File: config.mk
export PLATFORM = sky130hd
export DESIGN_NAME = dma_hold_arb
export DESIGN_NICKNAME = d
export VERILOG_FILES = /design/src/rtl/dma_arb_pkg.sv /design/src/rtl/dma_prio_pick.sv /design/src/rtl/dma_strobe_dec.sv /design/src/rtl/dma_hold_arb.sv
export SDC_FILE = /design/constraint.sdc
export NUM_CORES = 1
export LEC_CHECK = 0
export BUFFER_PORTS_ARGS = -buffer_cell sky130_fd_sc_hd__buf_2
export CORE_MARGIN = 3
export CORE_UTILIZATION = 29
export CTS_CLUSTER_DIAMETER = 120
export DETAILED_ROUTE_END_ITERATION = 7
export GPL_TIMING_DRIVEN = 0
export PLACE_DENSITY = 0.6
export RECOVER_POWER = 25
export SETUP_SLACK_MARGIN = 0.3
export SYNTH_ARGS = -nofsm -noshare
export SYNTH_HDL_FRONTEND = slang
export SYNTH_SLANG_ARGS = --single-unit
File: constraint.sdc
create_clock -name clk -period 1.55 [get_ports clk]
set_input_delay 0.31 -clock clk [delete_from_list [all_inputs] [get_ports clk]]
set_output_delay 0.31 -clock clk [all_outputs]
set_load 0.01 [all_outputs]
File: src/rtl/dma_arb_pkg.sv
package dma_arb_pkg;
  typedef enum logic [2:0] {
    ST_IDLE, ST_HOLD, ST_SETUP, ST_STROBE, ST_CASC, ST_END, ST_REL
  } arb_state_e;

  // Strobe pattern {mem_rd, mem_wr, io_rd, io_wr} for one direction
  function automatic logic [3:0] strobe_pattern(input logic io_to_mem);
    return io_to_mem ? 4'b0110 : 4'b1001;
  endfunction
endpackage

File: src/rtl/dma_prio_pick.sv
module dma_prio_pick #(
  parameter int N = 4,
  localparam int W = (N > 1) ? $clog2(N) : 1
) (
  input  logic [N-1:0] elig,
  output logic         any,
  output logic [W-1:0] idx
);
  always_comb begin
    idx = '0;
    for (int i = N - 1; i >= 0; i--) begin
      if (elig[i]) idx = W'(i);
    end
  end
  assign any = |elig;
endmodule

File: src/rtl/dma_strobe_dec.sv
module dma_strobe_dec
  import dma_arb_pkg::*;
(
  input  logic active,
  input  logic io_to_mem,
  output logic mem_rd,
  output logic mem_wr,
  output logic io_rd,
  output logic io_wr
);
  logic [3:0] pat;
  assign pat = active ? strobe_pattern(io_to_mem) : 4'b0000;
  assign {mem_rd, mem_wr, io_rd, io_wr} = pat;
endmodule

File: src/rtl/dma_hold_arb.sv
module dma_hold_arb
  import dma_arb_pkg::*;
#(
  parameter int NCH = 4,
  localparam int CW = (NCH > 1) ? $clog2(NCH) : 1
) (
  input  logic           clk,
  input  logic           rst_n,
  input  logic [NCH-1:0] chan_req,
  input  logic [NCH-1:0] chan_mask,
  input  logic [NCH-1:0] chan_armed,
  input  logic [NCH-1:0] chan_cascade,
  input  logic [NCH-1:0] chan_dir,
  input  logic [NCH-1:0] chan_last,
  input  logic           hold_ack,
  input  logic           ready,
  output logic           hold_req,
  output logic [CW-1:0]  sel_chan,
  output logic           addr_oe,
  output logic           strobe_oe,
  output logic           mem_rd,
  output logic           mem_wr,
  output logic           io_rd,
  output logic           io_wr,
  output logic [NCH-1:0] chan_ack,
  output logic           eop
);
  arb_state_e st, st_nxt;
  logic [NCH-1:0] elig;
  logic           any_elig;
  logic [CW-1:0]  win_idx;
  logic [CW-1:0]  sel_q;
  logic           dir_q, casc_q;
  logic           grant_now, xfer_phase, ack_phase;

  assign elig = chan_req & ~chan_mask & chan_armed;

  dma_prio_pick #(.N(NCH)) u_pick (
    .elig (elig),
    .any  (any_elig),
    .idx  (win_idx)
  );

  assign grant_now = ((st == ST_HOLD) && hold_ack && any_elig) ||
                     ((st == ST_END) && any_elig);

  always_comb begin
    st_nxt = st;
    unique case (st)
      ST_IDLE:   if (any_elig) st_nxt = ST_HOLD;
      ST_HOLD:   if (hold_ack) st_nxt = !any_elig ? ST_REL :
                                         (chan_cascade[win_idx] ? ST_CASC : ST_SETUP);
      ST_SETUP:  st_nxt = ST_STROBE;
      ST_STROBE: if (ready) st_nxt = ST_END;
      ST_CASC:   if (!chan_req[sel_q]) st_nxt = ST_END;
      ST_END:    st_nxt = !any_elig ? ST_REL :
                          (chan_cascade[win_idx] ? ST_CASC : ST_SETUP);
      ST_REL:    st_nxt = ST_IDLE;
      default:   st_nxt = ST_IDLE;
    endcase
  end

  always_ff @(posedge clk or negedge rst_n) begin
    if (!rst_n) begin
      st     <= ST_IDLE;
      sel_q  <= '0;
      dir_q  <= 1'b0;
      casc_q <= 1'b0;
    end else begin
      st <= st_nxt;
      if (grant_now) begin
        sel_q  <= win_idx;
        dir_q  <= chan_dir[win_idx];
        casc_q <= chan_cascade[win_idx];
      end
    end
  end

  assign xfer_phase = (st == ST_SETUP) || (st == ST_STROBE);
  assign ack_phase  = (st == ST_STROBE) || (st == ST_CASC);
  assign hold_req   = (st != ST_IDLE);
  assign addr_oe    = xfer_phase || ((st == ST_END) && !casc_q);
  assign strobe_oe  = addr_oe;
  assign sel_chan   = sel_q;
  assign eop        = (st == ST_STROBE) && chan_last[sel_q];

  dma_strobe_dec u_dec (
    .active    (xfer_phase),
    .io_to_mem (dir_q),
    .mem_rd    (mem_rd),
    .mem_wr    (mem_wr),
    .io_rd     (io_rd),
    .io_wr     (io_wr)
  );

  for (genvar g = 0; g < NCH; g++) begin : g_ack
    assign chan_ack[g] = ack_phase && (sel_q == CW'(g));
  end

  // ---------------- assertions ----------------
  p_ack_onehot_r12: assert property (@(posedge clk) disable iff (!rst_n)
    $onehot0(chan_ack));

  p_drive_in_hold_r4: assert property (@(posedge clk) disable iff (!rst_n)
    (addr_oe || strobe_oe || (|chan_ack)) |-> hold_req);

  p_strobe_pair_r6: assert property (@(posedge clk) disable iff (!rst_n)
    (mem_rd || mem_wr || io_rd || io_wr) |->
      (strobe_oe && $countones({mem_rd, mem_wr, io_rd, io_wr}) == 2 &&
       (mem_rd != mem_wr) && (io_rd != io_wr)));

  p_ready_hold_r7: assert property (@(posedge clk) disable iff (!rst_n)
    ((|chan_ack) && strobe_oe && !ready) |=>
      ($stable(chan_ack) && $stable({mem_rd, mem_wr, io_rd, io_wr})));

  p_float_first_r9: assert property (@(posedge clk) disable iff (!rst_n)
    $fell(hold_req) |-> $past(!addr_oe && !strobe_oe));

  p_cascade_quiet_r10: assert property (@(posedge clk) disable iff (!rst_n)
    ((|chan_ack) && !strobe_oe) |-> (!addr_oe && !eop &&
      !(mem_rd || mem_wr || io_rd || io_wr)));

  p_setup_no_ack_r5: assert property (@(posedge clk) disable iff (!rst_n)
    $rose(strobe_oe) |-> (chan_ack == '0));
endmodule

==> reports/metrics.csv <==
stage,metric,value,unit
run_status,result of the run,"finished, violations left",
run_status,failing checks,negative setup slack,
route,"wirelength, routed",2.27,mm
cts,worst skew pair latency,0.26,ns
synthesis,warnings from Yosys,0,
synthesis,cell area after technology mapping,666,um2
timing,Final period util,1.16,
floorplanning,number of placed I/O pins,42,
cts,number of sinks on the clock net,7,
critical_path,WP data arrival,1.49,ns
critical_path,required time worst endpoint,1.24,ns
floorplanning,Core ar.,2060,um2
route,met3 layer wire length in the routed design,131,um
synthesis,count of flip-flops with a built-in enable after synthesis,0,
pwr,Leakage Power,0.609,nW
final_layout,"Area growth, synth to finish",90.0,%
floorplanning,row count,16,
timing,minimum clock period after layout,1.80,ns
timing,Worst Max-Slew Pin Slew,0.402,ns
global_route,via count of the first global-routing pass,816,
synthesis,flip-flop and latch count after synthesis,7,
final_layout,proportion of layout cells with a drive suffix above 1,0.643,
critical_path,Worst setup SP type,register,
synthesis,synth unique cells,37,
timing,top achievable clock speed,0.554,GHz
synthesis,share of the synthesized area in the top cell type,0.263,
cts,clock tree from TritonCTS,yes,
global_route,maximum number of pins on one net before global-route repair,9,
cts,clk slew on worst S/H paths,0.06,ns
route,post-route antenna net violation count,0,
synthesis,dominant cells by area after synthesis,"sky130_fd_sc_hd__dfrtp_1 (26%), sky130_fd_sc_hd__nand2_1 (5.1%), sky130_fd_sc_hd__nand3b_1 (4.5%)",
placed_design,gpl congestion,0.808,
cts,buffer type at the clock tree root,sky130_fd_sc_hd__clkbuf_4,
timing,Final TNS setup,-1.17,ns
synthesis,"Top FF cell, synth",sky130_fd_sc_hd__dfrtp_1,
route,top metal layer carrying routed signals,met4,
synthesis,most numerous cell types in the synthesized netlist,"sky130_fd_sc_hd__nand2_1 (9), sky130_fd_sc_hd__dfrtp_1 (7), sky130_fd_sc_hd__nor2_1 (6), sky130_fd_sc_hd__a21oi_1 (5), sky130_fd_sc_hd__nand3b_1 (4)",
cts,number of buffers between clock root and the deepest sink,2,
cts,H-tree levels,1,
synthesis,post-synthesis async set-or-reset flop share,1.00,
global_route,antenna violations before repair,0,
final_layout,final antenna diode count,0,
global_route,Congestion Overflow GR,0,
timing,setup slack after layout,-0.254,ns
floorplanning,initial standard-cell utilization of the core,0.323,
timing,unrepaired setup endpoints after global routing,yes,
timing,final number of max-transition violations,0,
placed_design,HPWL after DPL,1.52,mm
cts,clock buffer count from CTS,3,
final_layout,core occupancy in the finished layout,0.613,
route,Avg WL per Cell,13.6,um
synthesis,"area fraction in and, or, nand and nor cells after synthesis",0.367,
synthesis,sequential element share of the synthesized area,0.263,
worst_hold_path,Hold Path Class,in -> reg,
route,remaining design rule violation count,0,
route,drt pass-1 iters,4,
route,sum of met2 wire segment lengths after detailed routing,1.21,mm
timing,total setup violations reported at the end of the flow,10,
critical_path,Register-to-Register Setup Slack,0,ns
timing,headroom to the max-slew limit,0.732,
synthesis,complex-gate fraction of the synthesized area,0.233,
final_layout,layout filler cell count,200,
synthesis,cells after synthesis,77,
timing,final count of hold timing violations,0,
critical_path,Critical Path Fanout Max,2,
route,number of vias per cell after detailed routing,5.09,
synthesis,Mapped Nets,105,
route,DRT iter0 DRCs,10,
floorplanning,vertical die dimension,53.9,um
global_route,wire length of the first global-routing pass,3.37,mm
final_layout,number of nets at the end of the flow,169,
synthesis,most repeated cell in the gate-level netlist after synthesis,sky130_fd_sc_hd__nand2_1,
synthesis,area share of fa/ha/maj cells after synthesis,0,
synthesis,parity-gate share of the synthesized area counting xor and xnor cells,0,
synthesis,largest family of logic cells by synthesized area,simple AND/OR/NAND/NOR gates,
critical_path,type of destination of the critical path,output port,
pwr,Power Dens Cells,1740,nW/um2
floorplanning,DIE WIDTH,53.9,um
floorplanning,total die area,2910,um2
route,routed length on met1,918,um
route,DR vias,850,
synthesis,mux cell area share after synthesis,0.0733,
pwr,Worst VDD drop,0.863,mV
critical_path,Setup Crit Path Kind,reg -> out,
synthesis,average instance area after synthesis,8.64,um2
global_route,global-route total usage across every layer,0.160,
placed_design,total of buffers placed on input and output ports,41,
synthesis,biggest area consumer among synthesized cells,sky130_fd_sc_hd__dfrtp_1,
timing,Worst Skew,0.00993,ns
run,max capacitance violation total,0,
==> layout by cell type, fill, tap and decap left out, drive strengths merged, types with 3 or more instances in the layout <==
cell and count:
a21oi 5, and3 3, and3b 3, buf 62, clkbuf 5, dfrtp 7
nand2 9, nand2b 3, nand3b 5, nor2 7, o21ai 3, or3 3
==> cell type report <==
type / count / area (um2) / share of cell area
buffer: 5 / 56.3 / 0.0445
clock buffer: 4 / 26.3 / 0.0208
inverter: 1 / 3.75 / 0.00297
multi-input combinational: 64 / 543 / 0.429
sequential: 7 / 179 / 0.141
tap: 27 / 33.8 / 0.0267
timing repair buffer: 59 / 423 / 0.334
==> metrics by stage <==
step / instance area, um2 / hold slack (ns) / power, mW / instances / setup slack, ns
floorplan: 702 / 0.0144 / 1.03 / 77 / 0.0487
global placement: 941 / 0.151 / 1.30 / 145 / -0.0243
detailed placement: 941 / 0.152 / 1.31 / 145 / -0.0321
CTS: 1160 / 0.343 / 1.92 / 161 / -0.257
global route: 1260 / 0.379 / 2.35 / 167 / -0.303
finish: 1260 / 0.360 / 2.20 / 167 / -0.254
==> per-layer routing <==
| layer | track usage | vias to the layer above |
|---|---|---|
| met3 | 0.00831 | 2 |
| met4 | 0.0766 | 0 |
| li1 | - | 417 |
| met1 | 0.196 | 398 |
| met5 | 0 | - |
| met2 | 0.282 | 33 |
==> worst max-delay path: stages (launching register included) <==
cell	delay (ns)
sky130_fd_sc_hd__dfrtp_1	0.37
sky130_fd_sc_hd__buf_6	0.11
sky130_fd_sc_hd__mux4_2	0.48
sky130_fd_sc_hd__and3_4	0.16
sky130_fd_sc_hd__buf_6	0.11
==> where the power goes <==
group / internal, mW / switching [mW] / total [mW] / leakage (nW)
Combinational: 0.969 / 0.662 / 1.63 / 0.512
Clock: 0.0987 / 0.0730 / 0.172 / 0.0150
Sequential: 0.283 / 0.118 / 0.401 / 0.0817
Total: 1.35 / 0.854 / 2.20 / 0.609
==> path summary, 6_finish.rpt <==
check                            startpoint          end  cells past startpoint
worst max-delay path            sel_chan[0]          eop                      4
worst min-delay path                  ready        st[1]                      4
worst max register to register  sel_chan[0]        st[0]                      6
worst min register to register       casc_q       casc_q                      1
max in group asynchronous             rst_n        st[1]                      2
min in group asynchronous             rst_n  sel_chan[0]                      2
==> what timing repair did <==
action,CTS,global route
pin swaps,9,9
setup buffers,11,6
resized for setup,29,12
hold endpoints to repair,7,0
endpoints found under the setup margin,17,19
hold buffers,1,0
==> sequential cells by signal, summed over array words and instances, names as in the netlist <==
register / flops
casc_q: 1
st: 3
dir_q: 1
sel_chan: 2
==> cell families after synthesis <==
logic type             after synthesis
AO/OA/AOI/OAI                       22
buffers and inverters                6
AND/OR/NAND/NOR                     40
flip-flops                           7
multiplexers                         2
(Power assumes the default switching activity.)
